==> config.mk <==
export PLATFORM = sky130hd
export DESIGN_NAME = sar_seq
export DESIGN_NICKNAME = d
export VERILOG_FILES = /design/src/rtl/sar_seq.sv
export SDC_FILE = /design/constraint.sdc
export NUM_CORES = 1
export LEC_CHECK = 0
export BUFFER_PORTS_ARGS = -buffer_cell sky130_fd_sc_hd__buf_2
export CORE_MARGIN = 3
export CORE_UTILIZATION = 33
export CTS_BUF_LIST = sky130_fd_sc_hd__clkbuf_4 sky130_fd_sc_hd__clkbuf_8 sky130_fd_sc_hd__clkbuf_16
export DETAILED_ROUTE_END_ITERATION = 8
export HOLD_SLACK_MARGIN = 0.06
export SLEW_MARGIN = 15
export SYNTH_ARGS = -nofsm -noshare
export SYNTH_HDL_FRONTEND = slang
export SYNTH_SLANG_ARGS = --single-unit
==> constraint.sdc <==
create_clock -name clk -period 3.6 [get_ports clk]
set_clock_uncertainty 0.2 [all_clocks]
set_input_delay 0.54 -clock clk [delete_from_list [all_inputs] [get_ports clk]]
set_output_delay 0.54 -clock clk [all_outputs]
set_load 0.005 [all_outputs]
==> src/rtl/sar_seq.sv <==
module sar_seq #(
  parameter int RES_W  = 10,
  parameter int SHORT_W = 8,
  parameter int PRE_N  = 3,
  parameter int TAIL_N = 4
) (
  input  logic             clk,
  input  logic             rst_n,
  input  logic             sar_en,
  input  logic [2:0]       src_sel,
  input  logic             delay_trk,
  input  logic             res8,
  input  logic             sw_go,
  input  logic             tmr0_ovf,
  input  logic             tmr2_ovf,
  input  logic             tmr1_ovf,
  input  logic             cnv_pin,
  input  logic             cmp_hi,
  output logic             track,
  output logic             busy,
  output logic [RES_W-1:0] dac_code,
  output logic [RES_W-1:0] step_stb,
  output logic             done,
  output logic [RES_W-1:0] result
);
  localparam int CW = $clog2(PRE_N + RES_W + TAIL_N + 1);
  localparam int IW = $clog2(RES_W);

  logic [2:0]       psync;
  logic             ext_rise, start;
  logic             dly_q, r8_q;
  logic [CW-1:0]    cnt, nxt, pre, nsteps, last, step_no;
  logic [IW-1:0]    idx;
  logic             in_step, fin;
  logic [RES_W-1:0] code;

  always_ff @(posedge clk or negedge rst_n)
    if (!rst_n) psync <= 3'b111;
    else        psync <= {psync[1:0], cnv_pin};

  assign ext_rise = psync[1] & ~psync[2];

  always_comb begin
    case (src_sel)
      3'b000:  start = sw_go;
      3'b001:  start = tmr0_ovf;
      3'b010:  start = tmr2_ovf;
      3'b011:  start = tmr1_ovf;
      default: start = ext_rise;
    endcase
  end

  assign pre     = dly_q ? CW'(PRE_N) : '0;
  assign nsteps  = r8_q ? CW'(SHORT_W) : CW'(RES_W);
  assign last    = pre + nsteps + CW'(TAIL_N);
  assign nxt     = cnt + CW'(1);
  assign step_no = nxt - pre;
  assign in_step = busy & sar_en & (nxt > pre) & (step_no <= nsteps);
  assign idx     = IW'(RES_W - 1) - IW'(step_no - CW'(1));
  assign fin     = busy & sar_en & (nxt == last);
  assign step_stb = in_step ? (RES_W'(1) << idx) : '0;

  assign track = busy ? (cnt < pre) : (~src_sel[2] | delay_trk | ~psync[1]);
  assign dac_code = code;

  always_ff @(posedge clk or negedge rst_n) begin
    if (!rst_n) begin
      busy   <= 1'b0;
      done   <= 1'b0;
      dly_q  <= 1'b0;
      r8_q   <= 1'b0;
      cnt    <= '0;
      code   <= '0;
      result <= '0;
    end else begin
      done <= 1'b0;
      if (!busy) begin
        if (start) begin
          busy  <= 1'b1;
          dly_q <= delay_trk;
          r8_q  <= res8;
          cnt   <= '0;
          code  <= RES_W'(1) << (RES_W - 1);
        end
      end else if (sar_en) begin
        cnt <= nxt;
        if (in_step) begin
          code[idx] <= cmp_hi;
          if (step_no < nsteps) code[idx - IW'(1)] <= 1'b1;
        end
        if (fin) begin
          busy   <= 1'b0;
          done   <= 1'b1;
          result <= r8_q ? (code >> (RES_W - SHORT_W)) : code;
        end
      end
    end
  end
endmodule

==> Yosys cells after proc, flatten, opt, wreduce, memory -nomap -nowiden <==
Cells that the tools add are included.
{ "totals": {"mem_count": 0, "regBits": 32, "output_inout_bits": 33, "word_cells": 76, "mem_bits_rw": 0, "rom_bits": 0, "input_bits": 14, "latchBits": 0} }
{ "classes": {"div_mod_pow": 0, "n_eq_ne": 6, "n_mux": 26, "n_shift": 1, "n_addsub": 7, "n_bitwise": 12, "multipliers": 0, "reduce_logical": 8, "n_lt_le_gt_ge": 8} }
{ "ops": {"columns": ["operator", "n"], "rows": [
  ["$mux 10", 7],
  ["$mux 5", 3],
  ["$bwmux 10", 1],
  ["$lt 4x5->1 const B", 2],
  ["$mux 1", 10],
  ["$or 10x10->10", 1],
  ["$shl 1x4->10 const A", 1],
  ["$demux 1 s4", 2],
  ["$ge 4x1->1 const B", 2],
  ["$sub 4x1->4 const B", 2],
  ["$eq 3x2->1 const B", 2],
  ["$reduce_and 3->1", 2],
  ["$add 2x4->5", 1],
  ["$add 5x1->5 const B", 1],
  ["$add 5x3->5 const B", 1],
  ["$and 1x1->1", 5],
  ["$eq 5x5->1", 1],
  ["$gt 5x2->1", 1],
  ["$le 5x4->1", 1],
  ["$lt 5x2->1", 1],
  ["$lt 5x4->1", 1],
  ["$sub 5x2->5", 1],
  ["$mux 2", 2],
  ["$not 1->1", 4],
  ["other kinds (10)", 13]
]} }

==> Longest topological paths before layout <==
Gate-level depths: netlist of run 1.
{ "logic_depth": {"depth_word": 14, "ltp_mapped": 11, "mapped_depth_nobuf": 11} }

==> Least setup slack after synthesis of run 1 <==
No wires, ideal clock.
{ "synth_path": {"kind": "register to register", "start": "register cnt[0]", "end": "register code[4] (netlist: dac_code[4])", "required_time_ns": 3.334, "path_stages_with_launch": 12, "synth_period_minus_slack_ns": 3.571, "t_arrival_ns": 3.304, "setup_ns": 0.066, "path_buffers": 0, "setup_slack_ns": 0.029, "cell_sequence": "dfrtp_1 -> ha_1 -> inv_1 -> fa_1 -> inv_1 -> ha_1 -> xor2_2 -> o21ai_2 -> or4_1 -> a221o_1 -> nor3_2 -> a221o_1"} }
{ "synth_via": {"elab_chain_len": 14, "elab_cells_between_ends": 28, "cone_classes": "add/sub (5); order compare (7); eq/ne (1); mux (9); bitwise (3); reduce/logical (3)"} }
{ "synth_lines": {"columns": ["item", "line_no", "rtl"], "rows": [
  ["start, declared", "32", "logic [CW-1:0] cnt, nxt, pre, nsteps, last, step_no;"],
  ["start signal, assigned", "86", "cnt <= nxt;"],
  ["$add 5x1->5 (*)", "56", "assign nxt = cnt + CW'(1);"],
  ["$sub 5x2->5", "57", "assign step_no = nxt - pre;"],
  ["$sub 4x1->4", "59", "assign idx = IW'(RES_W - 1) - IW'(step_no - CW'(1));"],
  ["$sub 4x4->4", "59", null],
  ["$sub 4x1->4, or another cell as far along", "89", "if (step_no < nsteps) code[idx - IW'(1)] <= 1'b1;"],
  ["$lt 4x5->1 (implied by the code), or another cell as far along", "89", null],
  ["$logic_and 1x1->1 (implied by the code) / $mux 1 (equally long branches)", "89, 88", null],
  ["$mux 1 (implied by the code) / $demux 1 s4 (equally long branches)", "89, 88", null],
  ["$demux 1 s4 / $bwmux 10 (equally long branches)", "89, 88", null],
  ["$or 10x10->10 (no source line)", null, null],
  ["$mux 10", "89", null],
  ["$mux 10", "87", "if (in_step) begin"],
  ["$mux 10", "85", "end else if (sar_en) begin"],
  ["$mux 10", "77", "if (!busy) begin"],
  ["end signal, assigned", "83", "code <= RES_W'(1) << (RES_W - 1);"],
  ["end signal, assigned by index", "88", "code[idx] <= cmp_hi;"],
  ["end, declared", "35", "logic [RES_W-1:0] code;"]
]} }
Every way passes the cells marked *; elsewhere a longest branch is shown, timed or not. The select of a mux whose other input is x is not followed.
A chain may end at the register's enable or synchronous reset.

==> Worst setup path in the final report of run 1 <==
{ "layout_path": {"start": "register cnt[0]", "end": "output step_stb[6]"} }
{ "layout_via": {"elab_chain_len": 6, "elab_cells_between_ends": 10, "cone_classes": "add/sub (4); order compare (2); shift (1); mux (1); bitwise (2)"} }
{ "layout_lines": {"columns": ["item", "line_no", "rtl"], "rows": [
  ["$add 5x1->5 (*)", "56", null],
  ["$sub 5x2->5", "57", null],
  ["$sub 4x1->4", "59", null],
  ["$sub 4x4->4", "59", null],
  ["$shl 1x4->10", "61", "assign step_stb = in_step ? (RES_W'(1) << idx) : '0;"],
  ["$mux 10 (*)", "61", null],
  ["end, declared", "22", "output logic [RES_W-1:0] step_stb,"]
]} }
Every way passes the cells marked *; elsewhere a longest branch is shown, timed or not.

==> results_dict.tcl, run 1 <==
set metrics [dict create \
    clkTransAtPathRegs_ps 60 \
    synth_area_mm2 0.00216 \
    ys.flop_type "dfrtp_1" \
    fmax_mhz 280 \
    gr-usage-all-layers 0.151 \
    grt_pass1_wl_um 9080 \
    worst_pin_slew_ps 717 \
    avgSynthCellArea_um2 9.42 \
    die_w_um 86.9 \
    grt_max_degree 33 \
    gp_congestion 0.893 \
    drv_cap 0 \
    synthAdderAreaFrac 0.0905 \
    cts.htree.levels 2 \
    coreArea_mm2 0.00613 \
    required_ps 2860 \
    cp.arrival_ps 2830 \
    ctsHoldBuffers 0 \
    cts_buffers 5 \
    seqCellArea_um2 805 \
    synth_xor_area_frac 0.0621 \
    postRouteAntennaNets 0 \
    wire_per_inst_um 14.7 \
    dr.pass1.iters 5 \
    multi_input_area_mm2 0.00137 \
    cts_tree "done" \
    synthDistinctLibCells 53 \
    root_buffer "clkbuf_8" \
    synth_seq_area_share 0.373 \
    async_flop_share 1.00 \
    rows 28 \
    initialDrtViolationCount 115 \
    vias 1940 \
    netlist.area_leader.share 0.336 \
    slew_violations 0 \
    grt_overflow 0 \
    drive_gt1_frac 0.392 \
    syn_nets 258 \
    synth_compound_area_frac 0.168 \
    grt_pass1_vias 1829 \
    critical_path.startpoint_type "flop" \
    path_class "flop to primary output" \
    yosys-top-cells-area "dfrtp_1 (34%), ha_1 (8.1%), o21ai_0 (5.1%)" \
    synth.cells.most_frequent "dfrtp_1 (29), nand2_1 (26), o21ai_0 (22), inv_1 (16), ha_1 (14)" \
    clk_latency_ps 280 \
    io_buffers 46 \
    yosys.area.top_type "dfrtp_1" \
    endpoint_kind "primary output" \
    ys_seq_elements 32 \
    antenna_found_initial 0 \
    reg2reg_to "dac_code[6]" \
    nNetsFinal 329 \
    slew_headroom 0.522 \
    rr_startpoint "cnt[0]" \
    yosys_warnings 0 \
    die_area_mm2 0.00754 \
    hold_class "input port to asynchronous set/reset pin" \
    rsz0062_at_grt "true" \
    area.growth.synth_to_final_pct 32.5 \
    synth_simple_gate_area_share 0.200 \
    nFillCells 566 \
    crit_start "cnt[0]" \
    synth_enable_flop_cells 0 \
    die_h_um 86.9 \
    finalSetupViolCount 0 \
    post-route-period-util 0.991 \
    num_antenna_cells 0 \
    initial_utilization 0.352 \
    status "finished, final reports clean" \
    synth_mux_area_frac 0.0626 \
    postSynthCellCount 229 \
    synth.most_common_cell "dfrtp_1" \
    cts.sinks 32 \
    reg2reg_slack_ps 150 \
    detailed_place_hpwl_um 4160 \
    crit_path_end "step_stb[6]" \
    worstRegToRegCells 11 \
    period_needed_ps 3570 \
    clockBufferDepth 2 \
    routed_wl_um 5530 \
    synth_top_family_by_area "simple AND/OR/NAND/NOR gates" \
    vias_per_cell 5.16 \
    ioPinCount 47 \
    hold_viol_final 0 \
    crit_path_max_fanout 6 \
    post-route-drc-count 0 \
    holdWs_ps 112 \
]
==> cell families (layout without fill, tap and decap cells) <==
family | count (synthesis) | in the layout
compound gates | 54 | 54
xor+xnor | 11 | 11
fa+ha+maj | 15 | 15
buf+inv | 24 | 96
flops | 32 | 32
mux | 12 | 12
simple gates | 81 | 81
==> final cells by class <==
type	instances	area share
Sequential cell	32	0.282
Inverter	16	0.0210
Multi-Input combinational cell	173	0.478
Clock buffer	8	0.0363
Timing Repair Buffer	72	0.150
Tap cell	75	0.0328
==> worst min path at each step <==
stage,endpoint,slack [ps],cells past startpoint
floorplan,busy,40,0
global placement,psync[1],150,0
detailed placement,psync[1],150,0
CTS,cnt[0],140,1
global route,psync[0],140,1
finish,cnt[1],110,1
==> flip-flops by register name, summed over array words and instances (netlist names) <==
name / cells
dly_q: 1
cnt: 5
result: 10
psync: 3
done: 1
busy: 1
r8_q: 1
dac_code: 10
==> layout by cell type (no fill, tap or decap), drive strengths merged, types with 3 or more instances in the layout <==
| master | synthesis | final |
|---|---|---|
| nand3 | 8 | 8 |
| clkbuf | 4 | 8 |
| a221o | 8 | 8 |
| dfstp | 3 | 3 |
| nor4 | 4 | 4 |
| o21ai | 24 | 24 |
| buf | 4 | 72 |
| mux2i | 9 | 9 |
| ha | 14 | 14 |
| nand2 | 26 | 26 |
| dfrtp | 29 | 29 |
| nor2 | 12 | 12 |
| inv | 16 | 16 |
| nor3 | 6 | 6 |
| a21oi | 10 | 10 |
| and2 | 11 | 11 |
| xor2 | 4 | 4 |
| xnor2 | 5 | 5 |
==> critical path: stages, from the launching register on <==
cell and delay (ps):
dfrtp_1 410, ha_4 290, inv_1 60, fa_2 380
xor3_2 260, a21oi_2 150, xnor3_2 370, nor3b_4 310
and2_4 200, buf_2 110
==> per-layer routing <==
layer,global-route usage,part of all wire
met3,0.0208,0.045
met1,0.206,0.45
met2,0.244,0.49
met4,0.0524,0.014
met5,0,0
==> metrics by stage <==
step           setup slack, ps  instance area, µm²  std cells  TNS (ps)   util
2_1_floorplan             29.2                2160        229         0      -
3_3_place_gp              65.6                2560        358         0  0.418
3_5_place_dp             -5.21                2560        358     -10.7  0.418
4_1_cts                   11.0                2790        371         0  0.455
5_1_grt                  -96.6                2860        376      -506  0.466
6_report                  32.9                2860        376         0  0.466
==> what timing repair did <==
| action | 4_1_cts | 5_1_grt |
|---|---|---|
| gates resized for setup | 17 | 9 |
| pin swaps | 7 | 9 |
| buffers inserted | 5 | 5 |
| setup endpoints to repair | 14 | 15 |
Power of run 1 is left out: the tool's default activity adds up to more than one toggle a clock period on the data nets, which glitch-free logic cannot reach.
==> run 2: changes to the inputs <==
--- a/config.mk
+++ b/config.mk
@@ -6,6 +6,7 @@
 export NUM_CORES = 1
 export LEC_CHECK = 0
 export BUFFER_PORTS_ARGS = -buffer_cell sky130_fd_sc_hd__buf_2
+export CORE_ASPECT_RATIO = 1.1
 export CORE_MARGIN = 3
 export CORE_UTILIZATION = 33
 export CTS_BUF_LIST = sky130_fd_sc_hd__clkbuf_4 sky130_fd_sc_hd__clkbuf_8 sky130_fd_sc_hd__clkbuf_16
==> results_dict.tcl, run 2 (synthesis gave the netlist of run 1 again) <==
set metrics [dict create \
    grt_overflow 0 \
    num_antenna_cells 0 \
    cp.arrival_ps 2840 \
    coreArea_mm2 0.00627 \
    gp_congestion 0.878 \
    status "finished, final reports clean" \
    drive_gt1_frac 0.391 \
    drv_cap 0 \
    cts.htree.levels 2 \
    post-route-drc-count 0 \
    dpl_cell_area_mm2 0.00256 \
    grt_max_degree 33 \
    root_buffer "clkbuf_8" \
    postRouteAntennaNets 0 \
    period_needed_ps 3580 \
    clockBufferDepth 2 \
    worst_pin_slew_ps 763 \
    grt_pass1_wl_um 9270 \
    slew_headroom 0.490 \
    required_ps 2860 \
    die_w_um 83.1 \
    slew_violations 0 \
    design_area_mm2 0.00290 \
    nFillCells 598 \
    clk_latency_ps 280 \
    fmax_mhz 279 \
    rows 30 \
    final_common_cell "buf_2" \
    final_cell_mix "buf_2 (42), dfrtp_1 (29), nand2_1 (26), o21ai_0 (22), buf_4 (19)" \
    cts_buffers 5 \
    grt_pass1_vias 1935 \
    critical_path.startpoint_type "flop" \
    area.growth.synth_to_final_pct 34.4 \
    wire_per_inst_um 14.2 \
    ctsHoldBuffers 0 \
    die_h_um 90.8 \
    crit_path_max_fanout 6 \
    vias 1897 \
    hold_class "input port to asynchronous set/reset pin" \
    vias_per_cell 5.03 \
    ioPinCount 47 \
    cts_tree "done" \
    initial_utilization 0.344 \
    initialDrtViolationCount 114 \
    finalSetupViolCount 0 \
    rsz0062_at_grt "true" \
    post-route-period-util 0.994 \
    gr-usage-all-layers 0.148 \
    path_class "flop to primary output" \
    routed_wl_um 5370 \
    endpoint_kind "primary output" \
    detailed_place_hpwl_um 4110 \
    hold_viol_final 0 \
    antenna_found_initial 0 \
    dr.pass1.iters 4 \
    die_area_mm2 0.00754 \
    nNetsFinal 325 \
    clkTransAtPathRegs_ps 60 \
    cts.sinks 32 \
    io_buffers 46 \
]
-- run 2: routing by layer --
metal	share of wire	up-vias	track usage
met5	0	-	0
li1	-	943	-
met4	0.018	0	0.0518
met2	0.50	33	0.247
met1	0.45	912	0.190
met3	0.025	9	0.0274
-- run 2: final timing paths --
path                       startpoint           to  slack, ps  cells after the start
max in group asynchronous       rst_n    result[5]       2630                      1
setup reg to reg               cnt[0]  dac_code[2]        150                     11
hold reg to reg              psync[0]     psync[1]        160                      0
hold / removal                  rst_n       cnt[0]        110                      1
setup / recovery               cnt[0]  step_stb[7]         20                      9
min in group clk              cnv_pin     psync[0]        160                      1
-- run 2: stage by stage --
| stage | instances | utilization | worst slack (ps) | setup TNS [ps] | hold slack [ps] |
|---|---|---|---|---|---|
| floorplan | 229 | - | 29.2 | 0 | 44.4 |
| global placement | 361 | 0.408 | 93.6 | 0 | 150 |
| detailed placement | 361 | 0.408 | 62.0 | 0 | 152 |
| CTS | 375 | 0.444 | 14.9 | 0 | 144 |
| global route | 377 | 0.462 | -126 | -802 | 145 |
| finish | 377 | 0.462 | 22.1 | 0 | 107 |
-- run 2: layout make-up --
class,instances,area [µm²],area share
multi-input combinational,173,1400,0.483
sequential,32,805,0.278
timing repair buffer,68,432,0.149
clock buffer,8,104,0.0358
tap,80,100,0.0345
inverter,16,60.1,0.0207
-- run 2: critical path, cell delays in order (launching register included) --
cell and delay, ps:
dfrtp_1 420, ha_4 290, inv_2 40, fa_2 560
inv_2 90, a21oi_2 170, xnor3_2 350, nor3b_4 330
and2_4 220, buf_6 90
-- run 2: repair_timing --
action / in CTS / in global routing
buffers inserted: 6 / 2
gates resized for setup: 19 / 20
hold endpoints to repair: 0 / 0
pin swaps: 7 / 12
endpoints found under the setup margin: 10 / 13
Power of run 2 is left out for the same reason.
==> run 3: changes to the inputs <==
--- a/config.mk
+++ b/config.mk
@@ -12,7 +12,7 @@
 export CTS_BUF_LIST = sky130_fd_sc_hd__clkbuf_4 sky130_fd_sc_hd__clkbuf_8 sky130_fd_sc_hd__clkbuf_16
 export DETAILED_ROUTE_END_ITERATION = 8
 export HOLD_SLACK_MARGIN = 0.06
-export SLEW_MARGIN = 15
+export SLEW_MARGIN = 5
 export SYNTH_ARGS = -nofsm -noshare
 export SYNTH_HDL_FRONTEND = slang
 export SYNTH_SLANG_ARGS = --single-unit
==> constraint.sdc (replaced) <==
create_clock -name clk -period 3.6 [get_ports clk]
set_clock_uncertainty 0.2 [all_clocks]
set_input_delay 0.54 -clock clk [delete_from_list [all_inputs] [get_ports clk]]
set_output_delay 0.54 -clock clk [all_outputs]
set_load 0.05 [all_outputs]
==> results_dict.tcl, run 3 (synthesis gave the netlist of run 1 again) <==
set metrics [dict create \
    worst_pin_slew_ps 739 \
    placed_cells 364 \
    endpoint_kind "primary output" \
    post-route-drc-count 0 \
    vias 2017 \
    dr.pass1.iters 4 \
    clockBufferDepth 2 \
    clkTransAtPathRegs_ps 70 \
    period_needed_ps 3720 \
    antenna_found_initial 0 \
    drv_cap 0 \
    post-route-period-util 1.03 \
    drive_gt1_frac 0.438 \
    vias_per_cell 5.23 \
    initial_utilization 0.344 \
    violations "setup timing" \
    layout.cells.non_filler 386 \
    grt_max_degree 33 \
    gr-usage-all-layers 0.148 \
    cts_tree "done" \
    slew_violations 0 \
    tns_ps -697 \
    nFillCells 598 \
    crit_path_max_fanout 7 \
    slew_headroom 0.506 \
    initialDrtViolationCount 80 \
    grt_pass1_wl_um 9320 \
    routed_wl_um 5690 \
    gp_congestion 0.876 \
    root_buffer "clkbuf_8" \
    num_antenna_cells 0 \
    wire_per_inst_um 14.7 \
    area.growth.synth_to_final_pct 43.6 \
    reg2reg_to "dac_code[5]" \
    reg2reg_slack_ps -30 \
    required_ps 2860 \
    worstRegToRegCells 12 \
    coreArea_mm2 0.00627 \
    hold_class "input port to asynchronous set/reset pin" \
    postRouteAntennaNets 0 \
    grt_pass1_vias 1961 \
    die_h_um 90.8 \
    die_area_mm2 0.00754 \
    io_buffers 46 \
    cts.sinks 32 \
    nNetsFinal 334 \
    rsz0062_at_grt "true" \
    final.setup.worst_slack_ps -117 \
    finalSetupViolCount 11 \
    die_w_um 83.1 \
    final_common_cell "buf_2" \
    detailed_place_hpwl_um 4200 \
    hold_viol_final 0 \
    fmax_mhz 269 \
    grt_overflow 0 \
    cts.htree.levels 2 \
    rr_startpoint "cnt[0]" \
    rows 30 \
    status "finished with violations" \
    cts_buffers 5 \
    path_class "flop to primary output" \
    final_cell_mix "buf_2 (36), buf_4 (29), dfrtp_1 (27), nand2_1 (25), o21ai_0 (22)" \
    cp.arrival_ps 2980 \
    clk_latency_ps 280 \
    ioPinCount 47 \
    critical_path.startpoint_type "flop" \
]
run 3: worst max path at each step:
stage / from / endpoint / depth (start not counted)
after global routing: cnt[0] / step_stb[4] / 9
after floorplan: cnt[0] / step_stb[2] / 7
after global placement: cnt[0] / step_stb[4] / 9
after CTS: cnt[0] / step_stb[1] / 11
final: cnt[0] / step_stb[0] / 9
after detailed placement: cnt[0] / step_stb[4] / 9
run 3: timing repair:
item | CTS | global route
setup endpoints to repair | 10 | 17
setup buffers | 6 | 8
hold buffers | 0 | 0
gates resized for setup | 32 | 24
pin swaps | 9 | 16
endpoints found under the hold margin | 0 | 0
run 3: critical path, stage by stage (launching register included):
cell and delay [ps]:
dfrtp_2 430, ha_4 280, inv_2 40, fa_2 640, inv_4 60, a21oi_4 150
xnor3_2 380, buf_4 190, nor4_4 310, buf_6 210
run 3: layer usage:
metal / up-vias / global-route usage / routed length [µm]
met5: - / 0 / 0
met4: 0 / 0.0490 / 87
met3: 9 / 0.0237 / 246
met2: 56 / 0.256 / 2930
met1: 984 / 0.187 / 2430
li1: 968 / - / -
run 3: area by class of cell:
class | instances | area [µm²] | share of cell area
Timing Repair Buffer | 77 | 548 | 0.177
Clock inverter | 2 | 35.0 | 0.0113
Sequential cell | 32 | 807 | 0.261
Inverter | 16 | 62.6 | 0.0202
Multi-Input combinational cell | 173 | 1470 | 0.474
Clock buffer | 6 | 76.3 | 0.0246
Tap cell | 80 | 100 | 0.0323
run 3: through the flow:
step / hold slack (ps) / util / cell area, µm² / worst slack, ps
after detailed placement: 149 / 0.424 / 2660 / -4.36
after floorplan: 44.4 / - / 2240 / -9.83
final: 105 / 0.494 / 3100 / -117
after global placement: 149 / 0.424 / 2660 / 40.7
after global routing: 150 / 0.494 / 3100 / -215
after CTS: 125 / 0.465 / 2920 / -63.9
Power of run 3 is left out for the same reason.
